### src/rtl/spi_eng_pkg.sv
package spi_eng_pkg;
  localparam int WORD_MAX = 16;
  localparam int WORD_MIN = 8;
  localparam int CFG_W    = 8;
  localparam int GAP_UNIT = 32;
  localparam int CNT_W    = CFG_W + $clog2(GAP_UNIT) + 1;
  localparam int HALF_W   = $clog2(2 * WORD_MAX);
  localparam int BITS_W   = $clog2(WORD_MAX) + 1;
  localparam int LEN_W    = $clog2(WORD_MAX - WORD_MIN + 1);

  typedef enum logic [2:0] {S_IDLE, S_SETUP, S_SHIFT, S_GAP, S_HOLD} eng_state_t;

  // clocks from leading edge to trailing edge
  function automatic logic [CNT_W-1:0] lead_len(input logic [CFG_W-1:0] div);
    return CNT_W'(div >> 1);
  endfunction

  // clocks from trailing edge to next leading edge (or word end)
  function automatic logic [CNT_W-1:0] idle_len(input logic [CFG_W-1:0] div);
    return CNT_W'(div) - CNT_W'(div >> 1);
  endfunction

  function automatic logic [CNT_W-1:0] setup_len(input logic [CFG_W-1:0] setup,
                                                 input logic [CFG_W-1:0] div);
    return (setup == '0) ? lead_len(div) : CNT_W'(setup);
  endfunction

  function automatic logic [CNT_W-1:0] gap_len(input logic [CFG_W-1:0] gap);
    return CNT_W'(gap) * CNT_W'(GAP_UNIT);
  endfunction

  function automatic logic [BITS_W-1:0] word_bits(input logic [LEN_W-1:0] f);
    if (f > LEN_W'(WORD_MAX - WORD_MIN)) return BITS_W'(WORD_MAX);
    return BITS_W'(f) + BITS_W'(WORD_MIN);
  endfunction

  function automatic logic [WORD_MAX-1:0] rx_mask(input logic [BITS_W-1:0] bits);
    logic [WORD_MAX-1:0] m;
    m = '1;
    return m >> (WORD_MAX - int'(bits));
  endfunction
endpackage

### src/rtl/spi_eng_timer.sv
module spi_eng_timer #(
  parameter int W = 14
) (
  input  logic         clk,
  input  logic         rst_n,
  input  logic         load,
  input  logic [W-1:0] load_val,
  output logic         zero
);
  logic [W-1:0] cnt;

  always_ff @(posedge clk or negedge rst_n) begin
    if (!rst_n)            cnt <= '0;
    else if (load)         cnt <= load_val;
    else if (cnt != '0)    cnt <= cnt - 1'b1;
  end

  assign zero = (cnt == '0);
endmodule

### src/rtl/spi_eng_shift.sv
module spi_eng_shift #(
  parameter int DW = 16
) (
  input  logic          clk,
  input  logic          rst_n,
  input  logic          load,
  input  logic [DW-1:0] load_word,
  input  logic          shift_out,
  input  logic          capture,
  input  logic          miso,
  output logic          mosi,
  output logic [DW-1:0] rx_word
);
  logic [DW-1:0] tx_sr;
  logic [DW-1:0] rx_sr;

  always_ff @(posedge clk or negedge rst_n) begin
    if (!rst_n) begin
      tx_sr <= '0;
      rx_sr <= '0;
    end else begin
      if (load)           tx_sr <= load_word;
      else if (shift_out) tx_sr <= {tx_sr[DW-2:0], 1'b0};
      if (load)           rx_sr <= capture ? {{(DW-1){1'b0}}, miso} : '0;
      else if (capture)   rx_sr <= {rx_sr[DW-2:0], miso};
    end
  end

  assign mosi    = tx_sr[DW-1];
  assign rx_word = rx_sr;
endmodule

### src/rtl/spi_xfer_engine.sv
module spi_xfer_engine
  import spi_eng_pkg::*;
(
  input  logic                clk,
  input  logic                rst_n,
  input  logic                start,
  input  logic [WORD_MAX-1:0] tx_data,
  input  logic [CFG_W-1:0]    cfg_div,
  input  logic [CFG_W-1:0]    cfg_setup,
  input  logic [CFG_W-1:0]    cfg_gap,
  input  logic                cfg_cpol,
  input  logic                cfg_cap_lead,
  input  logic [LEN_W-1:0]    cfg_len,
  input  logic                cfg_keep_cs,
  output logic                spi_sck,
  output logic                spi_mosi,
  output logic                spi_cs_n,
  input  logic                spi_miso,
  output logic                done,
  output logic [WORD_MAX-1:0] rx_data,
  output logic                cfg_err
);
  eng_state_t         st;
  logic [HALF_W-1:0]  half;
  logic               sck_q, cs_q, err_q;
  logic               c_cpol, c_lead, c_keep;
  logic [CFG_W-1:0]   c_div, c_gap;
  logic [BITS_W-1:0]  c_bits;

  // named internal events
  logic st_idle, st_hold, st_shift;
  logic seg_end, last_half, xfer_end, delay_end, can_start;
  logic start_ok, start_bad, chain, lead_edge, trail_edge;
  logic cap_now, shift_now;
  logic t_load;
  logic [CNT_W-1:0] t_val;
  logic [WORD_MAX-1:0] load_word, rx_raw;

  assign st_idle   = (st == S_IDLE);
  assign st_hold   = (st == S_HOLD);
  assign st_shift  = (st == S_SHIFT);
  assign last_half = ((HALF_W+1)'(half) == (((HALF_W+1)'(c_bits)) << 1) - 1'b1);
  assign xfer_end  = st_shift && seg_end && last_half;
  assign delay_end = ((st == S_GAP) && seg_end) || (xfer_end && (c_gap == '0));
  assign can_start = st_idle || st_hold || delay_end;
  assign start_ok  = start && can_start && (cfg_div > CFG_W'(1));
  assign start_bad = start && can_start && (cfg_div < CFG_W'(2));
  assign chain     = start_ok && !st_idle;

  assign lead_edge  = ((st == S_SETUP) && seg_end) || chain ||
                      (st_shift && seg_end && !last_half && half[0]);
  assign trail_edge = st_shift && seg_end && !half[0];

  assign cap_now   = start_ok ? (chain && cfg_cap_lead)
                              : (c_lead ? lead_edge : trail_edge);
  assign shift_now = !start_ok &&
                     (c_lead ? trail_edge : (lead_edge && (st != S_SETUP)));

  assign load_word = tx_data << (WORD_MAX - int'(word_bits(cfg_len)));

  always_comb begin
    t_load = 1'b0;
    t_val  = '0;
    if (start_ok && st_idle) begin
      t_load = 1'b1;
      t_val  = setup_len(cfg_setup, cfg_div) - 1'b1;
    end else if (lead_edge) begin
      t_load = 1'b1;
      t_val  = lead_len(start_ok ? cfg_div : c_div) - 1'b1;
    end else if (trail_edge) begin
      t_load = 1'b1;
      t_val  = idle_len(c_div) - 1'b1;
    end else if (xfer_end && (c_gap != '0)) begin
      t_load = 1'b1;
      t_val  = gap_len(c_gap) - 1'b1;
    end
  end

  spi_eng_timer #(.W(CNT_W)) u_timer (
    .clk(clk), .rst_n(rst_n), .load(t_load), .load_val(t_val), .zero(seg_end)
  );

  spi_eng_shift #(.DW(WORD_MAX)) u_shift (
    .clk(clk), .rst_n(rst_n), .load(start_ok), .load_word(load_word),
    .shift_out(shift_now), .capture(cap_now), .miso(spi_miso),
    .mosi(spi_mosi), .rx_word(rx_raw)
  );

  always_ff @(posedge clk or negedge rst_n) begin
    if (!rst_n) begin
      st     <= S_IDLE;
      half   <= '0;
      sck_q  <= 1'b0;
      cs_q   <= 1'b0;
      err_q  <= 1'b0;
      c_cpol <= 1'b0;
      c_lead <= 1'b0;
      c_keep <= 1'b0;
      c_div  <= '0;
      c_gap  <= '0;
      c_bits <= BITS_W'(WORD_MIN);
    end else begin
      err_q <= start_bad;
      if (start_ok) begin
        c_cpol <= cfg_cpol;
        c_lead <= cfg_cap_lead;
        c_keep <= cfg_keep_cs;
        c_div  <= cfg_div;
        c_gap  <= cfg_gap;
        c_bits <= word_bits(cfg_len);
        cs_q   <= 1'b1;
        half   <= '0;
        if (st_idle) begin
          st    <= S_SETUP;
          sck_q <= cfg_cpol;
        end else begin
          st    <= S_SHIFT;
          sck_q <= ~cfg_cpol;
        end
      end else if (delay_end) begin
        if (c_keep) begin
          st <= S_HOLD;
        end else begin
          st   <= S_IDLE;
          cs_q <= 1'b0;
        end
      end else begin
        case (st)
          S_IDLE:  sck_q <= cfg_cpol;
          S_SETUP: if (seg_end) begin
                     st    <= S_SHIFT;
                     half  <= '0;
                     sck_q <= ~c_cpol;
                   end
          S_SHIFT: if (seg_end) begin
                     if (last_half) begin
                       st <= S_GAP;
                     end else begin
                       half  <= half + 1'b1;
                       sck_q <= ~sck_q;
                     end
                   end
          default: ;
        endcase
      end
    end
  end

  assign spi_sck  = sck_q;
  assign spi_cs_n = ~cs_q;
  assign done     = xfer_end;
  assign rx_data  = rx_raw & rx_mask(c_bits);
  assign cfg_err  = err_q;
endmodule

### config.mk
export PLATFORM = sky130hd
export DESIGN_NAME = spi_xfer_engine
export DESIGN_NICKNAME = d
export VERILOG_FILES = /design/src/rtl/spi_eng_pkg.sv /design/src/rtl/spi_eng_timer.sv /design/src/rtl/spi_eng_shift.sv /design/src/rtl/spi_xfer_engine.sv
export SDC_FILE = /design/constraint.sdc
export NUM_CORES = 1
export LEC_CHECK = 0
export BUFFER_PORTS_ARGS = -buffer_cell sky130_fd_sc_hd__buf_4
export CELL_PAD_IN_SITES_DETAIL_PLACEMENT = 0
export CELL_PAD_IN_SITES_GLOBAL_PLACEMENT = 1
export CORE_ASPECT_RATIO = 0.6
export CORE_MARGIN = 1
export CORE_UTILIZATION = 45
export DETAILED_ROUTE_END_ITERATION = 16
export GPL_ROUTABILITY_DRIVEN = 0
export HOLD_SLACK_MARGIN = 0.15
export PLACE_DENSITY = 0.92
export SYNTH_ARGS = -nofsm -noshare
export SYNTH_HDL_FRONTEND = slang
export SYNTH_SLANG_ARGS = --single-unit
export TNS_END_PERCENT = 30
### constraint.sdc
create_clock -name clk -period 11.5 [get_ports clk]
set_input_delay 2.3 -clock clk [delete_from_list [all_inputs] [get_ports clk]]
set_output_delay 2.3 -clock clk [all_outputs]
set_load 0.005 [all_outputs]
==> qor_table.md <==
| Group | Item | This run |
|:---|:---|:---|
| status | Run status | complete, no violations |
| route | Met3 WL | 1520 um |
| logic synthesis | Largest cells by area after synthesis | sky130_fd_sc_hd__dfrtp_1 (33%), sky130_fd_sc_hd__mux2i_1 (8.8%), sky130_fd_sc_hd__nand2_1 (5.9%) |
| die | Area of the die | 14,100 um^2 |
| route | # DRC | 0 |
| cts | Post-cts hold buffer count | 0 |
| cts | Inserted Clock Buffers | 9 |
| cts | H-tree level count | 3 |
| sta | Endpoints failing hold | 0 |
| worst hold path | Worst hold path type | register to register |
| power and ir drop | Sequential group share of total power | 41.5% |
| logic synthesis | Synth top cells by count | sky130_fd_sc_hd__nand2_1 (96), sky130_fd_sc_hd__dfrtp_1 (80), sky130_fd_sc_hd__nor2_1 (59) |
| cells and area | Final standard cell area without fillers | 7100 um^2 |
| cells and area | Layout overhead on the synthesized area | 15.5% |
| power and ir drop | Total chip power | 889 uW |
| route | Routed wire per std cell | 18.7 um |
| logic synthesis | Sequential-to-total area share from yosys stat | 33.0% |
| logic synthesis | Leading cell type by number of instances after synthesis | sky130_fd_sc_hd__nand2_1 |
| logic synthesis | Dominant cell type by area after synthesis | sky130_fd_sc_hd__dfrtp_1 |
| cts | Number of buffers on the longest clock path | 2 |
| logic synthesis | Synth Net Count | 786 |
| power and ir drop | Power Dens Cells | 125 nW/um^2 |
| die | Initial Util | 47.0% |
| critical path | Critical Path RT | 11,750 ps |
| sta | RSZ-0062 raised after global routing | false |
| cells and area | Final core utilization | 54.2% |
| route | Routed via count divided by cell count | 6.00 |
| global routing | Global router's overall resource usage | 25.4% |
| placement | Dpl cell area | 6780 um^2 |
| route | Top layer in use | met4 |
| critical path | Arrival time at the worst endpoint | 5860 ps |
| route | Antenna violation net count after detailed routing | 0 |
| cts | Clock-pin slew on the worst setup and hold paths | 60 ps |
| placement | Half-perimeter wire length after detailed placement | 13,200 um |
| logic synthesis | Top_reg_cell synth | sky130_fd_sc_hd__dfrtp_1 |
| power and ir drop | Net switching power | 269 uW |
| logic synthesis | Count of flip-flops with a built-in enable after synthesis | 0 |
| power and ir drop | Relative contribution of the clock network to total power | 34.9% |
| sta | Final setup violation count | 0 |
| global routing | Number of antenna violations at the first check in global routing | 0 |
| die | Site Rows | 32 |
| logic synthesis | Syn avg cell area | 8.59 um^2 |
| route | Total length of routed wires | 17,600 um |
| logic synthesis | Post-synthesis instance area | 6150 um^2 |
| sta | Worst setup skew after layout | 8.76 ps |
| cells and area | Fillcell total | 1,186 |
| critical path | Critical-path maximum fanout | 39 |
| critical path | Setup slack on the worst flop-to-flop path | 6670 ps |
| route | DRT met1 WL | 8710 um |
| die | Boundary Pins | 72 |
| global routing | Number of global-route vias before repair | 5,368 |
| critical path | Type of the worst setup path | input port to register |
| cts | Clock Root Buffer | sky130_fd_sc_hd__clkbuf_16 |
| sta | Shortest clock period the worst path allows after layout | 5610 ps |
| cts | Resized Gates After CTS | 0 |
| logic synthesis | Area share of the largest cell type after synthesis | 32.6% |
| cts | Number of buffers inserted by post-CTS setup repair | 0 |
| logic synthesis | Cell count after synthesis | 716 |
| cts | CTS sink cnt | 81 |
| cts | TritonCTS clock tree | yes |
| global routing | Pin count of the biggest net entering global routing | 82 |
| global routing | Total congestion overflow | 0 |
| power and ir drop | Internal power | 619 uW |
| die | Die Span Y | 92.5 um |
| power and ir drop | Peak supply drop | 0.0699 mV |
| sta | Tightest Pin Transition | 1150 ps |
| route | DR pass1 iterations | 5 |
| logic synthesis | Synth cell types | 79 |
| critical path | CP Launch Type | input port |
| route | Violation count after the first detailed-routing iteration | 553 |
| critical path | Kind of end point of the critical path | register |
| sta | Final worst path period share | 48.8% |
| power and ir drop | Portion of total power attributed to combinational logic | 23.7% |
| sta | Final count of pins violating max slew | 0 |
| power and ir drop | Sw Ratio | 30.3% |
| route | Overall via count from detail_route | 5,643 |
| placement | Number of port buffers | 71 |
| sta | Setup_tns | 0 ps |
| global routing | First-pass GRT wire length | 28,100 um |
| route | Routed met2 length | 7220 um |
| cells and area | Diodes inserted | 0 |
| sta | Worst Hold Slack | 488 ps |
| logic synthesis | Post-synthesis sequential element count | 81 |
| die | Core area | 13,100 um^2 |
| sta | Tightest slew margin relative to the limit | 23.6% |
| logic synthesis | Total of warnings raised by yosys | 0 |
| power and ir drop | Static leakage power | 3.11 nW |
| sta | Maximum clock frequency | 0.178 GHz |
| run | Max-cap check violation count | 0 |
| cts | Latest clock arrival within the worst-skew pair | 340 ps |
| cells and area | Ratio of cells with drive above 1 in the final layout | 14.8% |
| die | Overall die width | 153 um |
| cells and area | Total number of nets in the final design | 837 |
| logic synthesis | Share of flip-flops with an asynchronous set or reset after synthesis | 100% |
-- flip-flops by register name (all words and copies together) (netlist names) --
name and cells:
c_bits 5, c_cpol 1, c_div 8, c_gap 8
c_keep 1, c_lead 1, cfg_err 1, cs_q 1
half 5, spi_sck 1, st 3, u_shift.rx_word 16
u_shift.tx_sr 16, u_timer.cnt 14
-- placed cells by master, fill, tap and decap left out, types with 4 or more instances in the layout --
cell                        count
sky130_fd_sc_hd__a211o_1        6
sky130_fd_sc_hd__a211oi_1       4
sky130_fd_sc_hd__a21o_1         4
sky130_fd_sc_hd__a21oi_1       36
sky130_fd_sc_hd__a22oi_1        6
sky130_fd_sc_hd__a31oi_1        5
sky130_fd_sc_hd__and2_1         6
sky130_fd_sc_hd__and3_1        11
sky130_fd_sc_hd__and4_1         5
sky130_fd_sc_hd__buf_4         76
sky130_fd_sc_hd__clkbuf_16      9
sky130_fd_sc_hd__dfrtp_1       80
sky130_fd_sc_hd__ha_1          18
sky130_fd_sc_hd__inv_1         24
sky130_fd_sc_hd__mux2i_1       54
sky130_fd_sc_hd__nand2_1       96
sky130_fd_sc_hd__nand2b_1       4
sky130_fd_sc_hd__nand3_1       17
sky130_fd_sc_hd__nor2_1        59
sky130_fd_sc_hd__nor2b_1        7
sky130_fd_sc_hd__nor3_1        23
sky130_fd_sc_hd__nor4_1         4
sky130_fd_sc_hd__o211ai_1       4
sky130_fd_sc_hd__o21a_1         4
sky130_fd_sc_hd__o21ai_0       40
sky130_fd_sc_hd__o21ai_1       22
sky130_fd_sc_hd__o22ai_1        6
sky130_fd_sc_hd__o32a_1         7
sky130_fd_sc_hd__or3_1          8
sky130_fd_sc_hd__xnor2_1       30
sky130_fd_sc_hd__xor2_1        21
-- cells by family (layout without fill, tap and decap cells) --
group | count (synthesis) | after routing | synth area share, %
flip-flops | 81 | 81 | 33.0
XOR/XNOR | 51 | 51 | 7.26
multiplexers | 56 | 56 | 9.52
buffers and inverters | 60 | 115 | 4.09
adder cells (fa/ha/maj) | 19 | 19 | 3.99
AND/OR/NAND/NOR | 272 | 272 | 22.6
AO/OA/AOI/OAI | 177 | 177 | 19.6
-- layer usage --
metal	global-route usage [%]	vias to the layer above
met5	0	-
met4	5.39	0
met3	7.16	18
met2	36.2	225
met1	37.6	2706
li1	-	2694
-- power groups by stage --
| stage | logic [mW] | registers, mW | clock network (mW) |
|---|---|---|---|
| 2_1_floorplan | 0.138 | 0.355 | 0 |
| 5_1_grt | 0.231 | 0.373 | 0.325 |
| 6_report | 0.211 | 0.368 | 0.310 |
| 3_3_place_gp | 0.201 | 0.369 | 0 |
| 3_5_place_dp | 0.206 | 0.371 | 0 |
| 4_1_cts | 0.208 | 0.367 | 0.312 |
-- worst max-delay path, stage by stage --
cell and delay (ps):
sky130_fd_sc_hd__buf_4 130, sky130_fd_sc_hd__or4_4 580, sky130_fd_sc_hd__nor2_1 250, sky130_fd_sc_hd__a21boi_1 280, sky130_fd_sc_hd__nand2_2 670, sky130_fd_sc_hd__mux2i_1 400
sky130_fd_sc_hd__ha_1 310, sky130_fd_sc_hd__or4b_1 480, sky130_fd_sc_hd__a211o_1 270, sky130_fd_sc_hd__a31oi_1 180
-- final timing paths --
check | start | endpoint | cells after the start
max | cfg_div[6] | u_timer.cnt[6] | 10
min | u_shift.tx_sr[11] | u_shift.tx_sr[11] | 2
max reg2reg | u_timer.cnt[0] | u_timer.cnt[6] | 12
min reg2reg | u_shift.tx_sr[11] | u_shift.tx_sr[11] | 2
max in group asynchronous | rst_n | u_shift.tx_sr[9] | 1
min in group asynchronous | rst_n | u_shift.rx_word[9] | 1
-- area by class of cell --
class / instances / area (um^2) / area share (%)
Tap cell: 170 / 213 / 3.00
Clock inverter: 5 / 80.1 / 1.13
Timing Repair Buffer: 76 / 571 / 8.03
Sequential cell: 81 / 2030 / 28.6
Multi-Input combinational cell: 575 / 3880 / 54.7
Inverter: 24 / 90.1 / 1.27
Clock buffer: 10 / 239 / 3.37
-- stage by stage --
| step | instances | setup WS [ps] |
|---|---|---|
| after detailed placement | 925 | 5620 |
| after global routing | 941 | 5710 |
| final | 941 | 5890 |
| after CTS | 940 | 5920 |
| after global placement | 925 | 5860 |
| after floorplan | 716 | 6290 |
(Power assumes the default switching activity.)
